<file path="src/rtl/s3w_pkg.sv">
package s3w_pkg;
  localparam logic [1:0] ADDR_HI  = 2'd0;
  localparam logic [1:0] ADDR_LO  = 2'd1;
  localparam logic [1:0] ADDR_CFG = 2'd2;
  localparam logic [1:0] ADDR_ST  = 2'd3;

  typedef struct packed {
    logic turnaround;
    logic intEnable;
    logic clkInvert;
    logic twoByte;
  } s3wCfg_t;

  typedef struct packed {
    logic loadHi;
    logic loadLo;
    logic loadCfg;
    logic sampleEdge;
    logic shiftEdge;
  } s3wStrobes_t;
endpackage

</file>
<file path="src/rtl/s3w_control.sv">
module s3w_control
  import s3w_pkg::*;
#(
  parameter int CLK_DIV = 4
) (
  input  logic        clk,
  input  logic        rstN,
  input  logic [1:0]  addr,
  input  logic        wrStrobe,
  input  logic        twoByte,
  output s3wStrobes_t str,
  output logic        busy,
  output logic        done,
  output logic        phase
);
  localparam int HALF = CLK_DIV / 2;
  localparam int CW   = (HALF > 1) ? $clog2(HALF) : 1;
  localparam logic [CW-1:0] HALF_LAST = CW'(HALF - 1);
  localparam int BITS_MAX = 16;
  localparam int BW = $clog2(BITS_MAX);

  logic          strobeDly;
  logic [1:0]    holdAddr;
  logic [CW-1:0] halfCnt;
  logic [BW-1:0] bitCnt;
  logic          trailing, commit, halfDone, lastBit;

  assign trailing = strobeDly & ~wrStrobe;
  assign commit   = trailing & ~busy;
  assign halfDone = busy && (halfCnt == HALF_LAST);
  assign lastBit  = (bitCnt == (twoByte ? BW'(15) : BW'(7)));

  always_comb begin
    str.loadHi     = commit && (holdAddr == ADDR_HI);
    str.loadLo     = commit && (holdAddr == ADDR_LO);
    str.loadCfg    = commit && (holdAddr == ADDR_CFG);
    str.sampleEdge = halfDone & ~phase;
    str.shiftEdge  = halfDone & phase;
  end

  always_ff @(posedge clk or negedge rstN) begin
    if (!rstN) begin
      strobeDly <= 1'b0;
      holdAddr  <= '0;
      halfCnt   <= '0;
      bitCnt    <= '0;
      phase     <= 1'b0;
      busy      <= 1'b0;
      done      <= 1'b1;
    end else begin
      strobeDly <= wrStrobe;
      if (wrStrobe) holdAddr <= addr;
      if (str.loadHi) begin
        busy    <= 1'b1;
        done    <= 1'b0;
        halfCnt <= '0;
        bitCnt  <= '0;
        phase   <= 1'b0;
      end else if (busy) begin
        if (halfDone) begin
          halfCnt <= '0;
          phase   <= ~phase;
          if (str.shiftEdge) begin
            if (lastBit) begin
              busy <= 1'b0;
              done <= 1'b1;
            end else begin
              bitCnt <= bitCnt + 1'b1;
            end
          end
        end else begin
          halfCnt <= halfCnt + 1'b1;
        end
      end
    end
  end

  // done flag is low for the whole of a running transfer
  a_r5_done_low_busy: assert property (@(posedge clk) disable iff (!rstN)
    busy |-> !done);
  // a transfer begins only from a committed first-byte write
  a_r1_start_from_hi: assert property (@(posedge clk) disable iff (!rstN)
    $rose(busy) |-> $past(str.loadHi));
  // bit counter never passes the frame length
  a_r3_bit_limit: assert property (@(posedge clk) disable iff (!rstN)
    busy |-> (bitCnt <= (twoByte ? BW'(15) : BW'(7))));
endmodule

</file>
<file path="src/rtl/s3w_datapath.sv">
module s3w_datapath
  import s3w_pkg::*;
(
  input  logic        clk,
  input  logic        rstN,
  input  logic        wrStrobe,
  input  logic [7:0]  wrData,
  input  s3wStrobes_t str,
  input  logic        phase,
  input  logic        serIn,
  input  logic        serPad,
  output logic [7:0]  hiReg,
  output logic [7:0]  loReg,
  output s3wCfg_t     cfg,
  output logic        serClk,
  output logic        serOut,
  output logic        serOutEn
);
  logic [7:0] holdData;
  logic       rxBit;

  assign serOut   = hiReg[7];
  assign serOutEn = ~cfg.turnaround;
  assign serClk   = phase ^ cfg.clkInvert;

  always_ff @(posedge clk or negedge rstN) begin
    if (!rstN) begin
      holdData <= '0;
      hiReg    <= '0;
      loReg    <= '0;
      cfg      <= '0;
      rxBit    <= 1'b0;
    end else begin
      if (wrStrobe) holdData <= wrData;
      if (str.loadHi)  hiReg <= holdData;
      if (str.loadLo)  loReg <= holdData;
      if (str.loadCfg) cfg   <= s3wCfg_t'(holdData[3:0]);
      if (str.sampleEdge) rxBit <= cfg.turnaround ? serPad : serIn;
      if (str.shiftEdge) begin
        if (cfg.twoByte) {hiReg, loReg} <= {hiReg[6:0], loReg, rxBit};
        else             hiReg          <= {hiReg[6:0], rxBit};
      end
    end
  end

  // the data line moves only on a launch edge or a register load
  a_r7_out_launch_only: assert property (@(posedge clk) disable iff (!rstN)
    (!str.loadHi && !str.shiftEdge) |=> $stable(serOut));
endmodule

</file>
<file path="src/rtl/serial3w_master.sv">
module serial3w_master
  import s3w_pkg::*;
#(
  parameter int CLK_DIV = 4
) (
  input  logic       clk,
  input  logic       rstN,
  input  logic [1:0] addr,
  input  logic [7:0] wrData,
  input  logic       wrStrobe,
  output logic [7:0] rdData,
  output logic       irq,
  output logic       serClk,
  output logic       serOut,
  output logic       serOutEn,
  input  logic       serIn,
  input  logic       serPad
);
  s3wStrobes_t str;
  s3wCfg_t     cfg;
  logic        busy, done, phase;
  logic [7:0]  hiReg, loReg;

  s3w_control #(.CLK_DIV(CLK_DIV)) uCtrl (
    .clk(clk), .rstN(rstN), .addr(addr), .wrStrobe(wrStrobe),
    .twoByte(cfg.twoByte), .str(str), .busy(busy), .done(done), .phase(phase)
  );

  s3w_datapath uData (
    .clk(clk), .rstN(rstN), .wrStrobe(wrStrobe), .wrData(wrData), .str(str),
    .phase(phase), .serIn(serIn), .serPad(serPad), .hiReg(hiReg), .loReg(loReg),
    .cfg(cfg), .serClk(serClk), .serOut(serOut), .serOutEn(serOutEn)
  );

  assign irq = done & cfg.intEnable;

  always_comb begin
    unique case (addr)
      ADDR_HI:  rdData = hiReg;
      ADDR_LO:  rdData = loReg;
      ADDR_CFG: rdData = {4'b0, cfg};
      default:  rdData = {done, 7'b0};
    endcase
  end

  // the interrupt is low from the first cycle of a transfer
  a_r6_irq_clear_start: assert property (@(posedge clk) disable iff (!rstN)
    $rose(busy) |-> !irq);
  // between transfers the clock rests at its idle level
  a_r7_idle_level: assert property (@(posedge clk) disable iff (!rstN)
    !busy |-> (serClk == cfg.clkInvert));
endmodule

</file>
<file path="config.mk">
export PLATFORM = sky130hd
export DESIGN_NAME = serial3w_master
export DESIGN_NICKNAME = d
export VERILOG_FILES = /design/src/rtl/s3w_pkg.sv /design/src/rtl/s3w_control.sv /design/src/rtl/s3w_datapath.sv /design/src/rtl/serial3w_master.sv
export SDC_FILE = /design/constraint.sdc
export NUM_CORES = 1
export LEC_CHECK = 0
export BUFFER_PORTS_ARGS = -buffer_cell sky130_fd_sc_hd__buf_4
export CORE_ASPECT_RATIO = 0.9
export CORE_MARGIN = 2
export CORE_UTILIZATION = 56
export CTS_CLUSTER_SIZE = 25
export DETAILED_ROUTE_END_ITERATION = 16
export MAX_ROUTING_LAYER = met4
export PLACE_DENSITY = 0.78
export SETUP_SLACK_MARGIN = 0.02
export SYNTH_ARGS = -nofsm -noshare
export SYNTH_HDL_FRONTEND = slang
export SYNTH_SLANG_ARGS = --single-unit
</file>
<file path="constraint.sdc">
create_clock -name clk -period 3.7 [get_ports clk]
set_clock_uncertainty 0.1 [all_clocks]
set_input_delay 0.37 -clock clk [delete_from_list [all_inputs] [get_ports clk]]
set_output_delay 0.37 -clock clk [all_outputs]
set_load 0.01 [all_outputs]
</file>
==> metrics.md <==
| Metric | Value |
|---|---|
| Post-layout min period | `about 1.9 ns` |
| First-pass DRT Iterations | `5` |
| Top-area cell type share of the netlist area | `48.6%` |
| Per-instance average area after synthesis | `between 10 and 15 µm²` |
| Post CTS Setup Buffer Count | `0` |
| Synthesized cell area | `roughly 2000 µm²` |
| Root buf cell | `clkbuf_8` |
| Vias in the first global route | `around 1500` |
| GPL Wtd Cong | `between 0.9 and 1` |
| Synth Net Count | `214` |
| Portion of total power attributed to combinational logic | `32.5%` |
| Chip width | `between 60 and 70 µm` |
| TritonCTS clock tree | `yes` |
| Non-Filler Instances | `~260` |
| Number of antenna repair diodes | `0` |
| Worst-Skew Late Latency | `between 0.2 and 0.3 ns` |
| Run status | `finished, final reports clean` |
| DP HPWL | `about 3200 µm` |
| Worst vdd rail ir drop | `approximately 0.00037 V` |
| Post-cts resize count | `0` |
| DIE AREA | `between 4000 and 5000 µm²` |
| Fin crit share | `just over 50%` |
| Tightest Hold Check Type | `in2reg` |
| Library cell occupying the most area in the post-synthesis netlist | `dfrtp_1` |
| Worst-margin pin slew | `approximately 0.5 ns` |
| I/O pin count | `27` |
| Sequential share of the synthesized area | `around half` |
| Syn Inst Count | `just under 200` |
| Count of distinct cell types in the synthesized netlist | `36` |
| Largest net degree at the start of global routing | `approximately 40` |
| Number of port buffers | `26` |
| Via Count | `~1600` |
| Kind of start point of the critical path | `register` |
| Part of the total power dissipated in the clock network | `18.9%` |
| Vias per std cell | `just over 6` |
| Final hold violation count | `0` |
| Worst-case headroom to the max-slew limit | `66.3%` |
| Vertical die dimension | `60.8 µm` |
| Max-capacitance violation count | `0` |
| Effective utilization at floorplan | `between 50% and 60%` |
| Overall routed net length | `approximately 4300 µm` |
| Peak per-stage delay on the critical path | `about 0.56 ns` |
| Worst path arrival time | `between 1.5 and 2 ns` |
| Max Clock Freq | `0.524 GHz` |
| Category of the most critical setup path | `reg2reg` |
| Top cell family by delay on the critical path | `flip-flops` |
| Antenna violations before repair | `0` |
| Number of synthesis warnings | `0` |
| Count of H-tree levels built during CTS | `2` |
| Leakage | `just over 1 nW` |
| Sequential share of power | `48.6%` |
| Total count of max-transition violations in the final report | `0` |
| Clock-pin slew reported for the worst setup and hold paths after clock tree synthesis | `around 0.080 ns` |
| Crit path max fanout | `19` |
| Number of endpoints failing setup at the final stage | `0` |
| Switching share of total power | `around 36%` |
| Hold bufs inserted after CTS | `1` |
| Hold Worst Slack | `around 0.21 ns` |
| Placed Instance Area | `2200 µm²` |
| DR iter-0 viols | `90` |
| Final-layout setup total negative slack | `0 ns` |
| Number of nets in the finished design | `235` |
| Total clock buffers created by CTS | `5` |
| Cell Chain, Critical Path | `clkinv_1 > and3_2 > a311o_2` |
| Core outline area | `approximately 3400 µm²` |
| Placement Rows | `20` |
| Aggregate global-route resource usage | `between 20 and 30%` |
| First-pass GRT wire length | `~7400 µm` |
| Buffers & Inverters on Critical Path | `1` |
| Residual DRC | `0` |
| Clock Sinks | `40` |
| Main area contributors after synthesis | `dfrtp_1 (49%), mux2_2 (7.3%), mux2i_1 (6.5%)` |
| Internal portion of total power | `1.04 mW` |
| Unrepaired setup endpoints after global routing | `no` |
| Gr ovfl total | `0` |
| Required arrival time at the worst endpoint | `between 3 and 4 ns` |
| Deepest clock path buffer count | `2` |
| Antenna violation net count after detailed routing | `0` |
| Layout overhead on the synthesized area | `14.9%` |
| Summed area of non-filler cells in the final layout | `~2300 µm²` |
| CP Capture Type | `register` |
| Sw power | `around 0.59 mW` |
| Slowest cell on crit path | `dfrtp_1` |
| Placed cell count | `255` |
| Pwr dens | `around 700 nW/µm²` |
| Mean routed wirelength per cell | `approximately 16 µm` |
| Total power after layout | `1.63 mW` |
| Synthesis-stage register bit count | `40` |
| Fraction of final layout cells sized beyond drive strength 1 | `approximately a quarter` |
[sequential cells by signal (all words and copies together) (netlist names), 2 cells and up]
signal,cells
uData.cfg,4
uData.hiReg,8
uCtrl.holdAddr,2
uCtrl.bitCnt,4
uData.loReg,8
uData.holdData,8
[placed cells by master (no fill, tap or decap), drive strengths merged, types with 2 or more instances in the layout]
cell    netlist  final
dfrtp        39     39
buf           6     26
nand2        25     25
o21ai        20     20
nor2         14     14
mux2i        13     13
mux2         13     13
nand4         9      9
o211ai        8      8
a21oi         8      8
clkbuf        7      8
a31oi         7      7
inv           4      4
xor2          3      3
and3          3      3
nand3         2      2
and2          2      2
[metrics by stage]
stage / setup WS (ns) / utilization, %
floorplan: 2.05 / -
global placement: 1.88 / 64.6
detailed placement: 1.81 / 64.6
CTS: 1.80 / 67.8
global route: 1.62 / 67.8
finish: 1.79 / 67.8
[kinds of logic after synthesis]
| kind of cell | synth area share [%] |
|---|---|
| and+or+nand+nor | 15.6 |
| AOI/OAI and AO/OA | 14.3 |
| DFF | 49.9 |
| muxes | 13.8 |
| buffers and inverters | 3.99 |
| xor gates and xnor gates | 1.74 |
| adders and majority gates | 0.623 |
[power groups by stage]
stage	sequential [mW]	clock [mW]	combinational, mW
final	0.794	0.308	0.531
after global routing	0.815	0.337	0.607
after CTS	0.789	0.316	0.536
after detailed placement	0.797	0	0.532
after global placement	0.783	0	0.514
after floorplan	0.713	0	0.425
[path summary, 6_finish.rpt]
path / slack (ns) / start / endpoint / depth (start not counted)
max: 1.79 / uCtrl.holdAddr[1]$_DFFE_PN0P_ / uData.hiReg[0]$_DFFE_PN0N_ / 3
min: 0.21 / wrData[2] / uData.holdData[2]$_DFFE_PN0P_ / 2
max reg2reg: 1.79 / uCtrl.holdAddr[1]$_DFFE_PN0P_ / uData.hiReg[0]$_DFFE_PN0N_ / 3
min reg2reg: 0.41 / uCtrl.bitCnt[0]$_DFFE_PN0P_ / uCtrl.bitCnt[0]$_DFFE_PN0P_ / 1
max in group asynchronous: 2.65 / rstN / uCtrl.done$_DFFE_PN1P_ / 2
min in group asynchronous: 0.48 / rstN / uData.cfg[1]$_DFFE_PN0P_ / 2
[area by class of cell]
| class | instances | area, µm² |
|---|---|---|
| Fill cell | 280 | 1100 |
| Sequential cell | 40 | 1000 |
| Multi-Input combinational cell | 140 | 926 |
| Timing Repair Buffer | 27 | 205 |
| Clock buffer | 8 | 100 |
| Tap cell | 44 | 55.1 |
| Inverter | 5 | 18.8 |
[metal layers]
layer / share of wire (%) / GRT usage, %
met5: 0 / -
met1: 45 / 33.5
met4: 0.45 / 7.00
met3: 6.4 / 7.24
met2: 48 / 39.0
[synthesized netlist by cell type (all sizes together)]
master	instances
a211o	1
inv	4
dfstp	1
clkbuf	7
o21a	1
nor3	1
and3	3
nand2	25
dfrtp	39
xor2	3
or4b	1
xnor2	1
nor4b	1
nor2	14
nand3	2
nor2b	1
and2	2
o211ai	8
nand4	9
o31ai	1
clkinv	1
a21oi	8
o2111ai	1
and4	1
a311o	1
buf	6
a31oi	7
mux2	13
nor3b	1
o21ai	20
ha	1
mux2i	13
No activity file was read; power rests on OpenSTA's default activity.
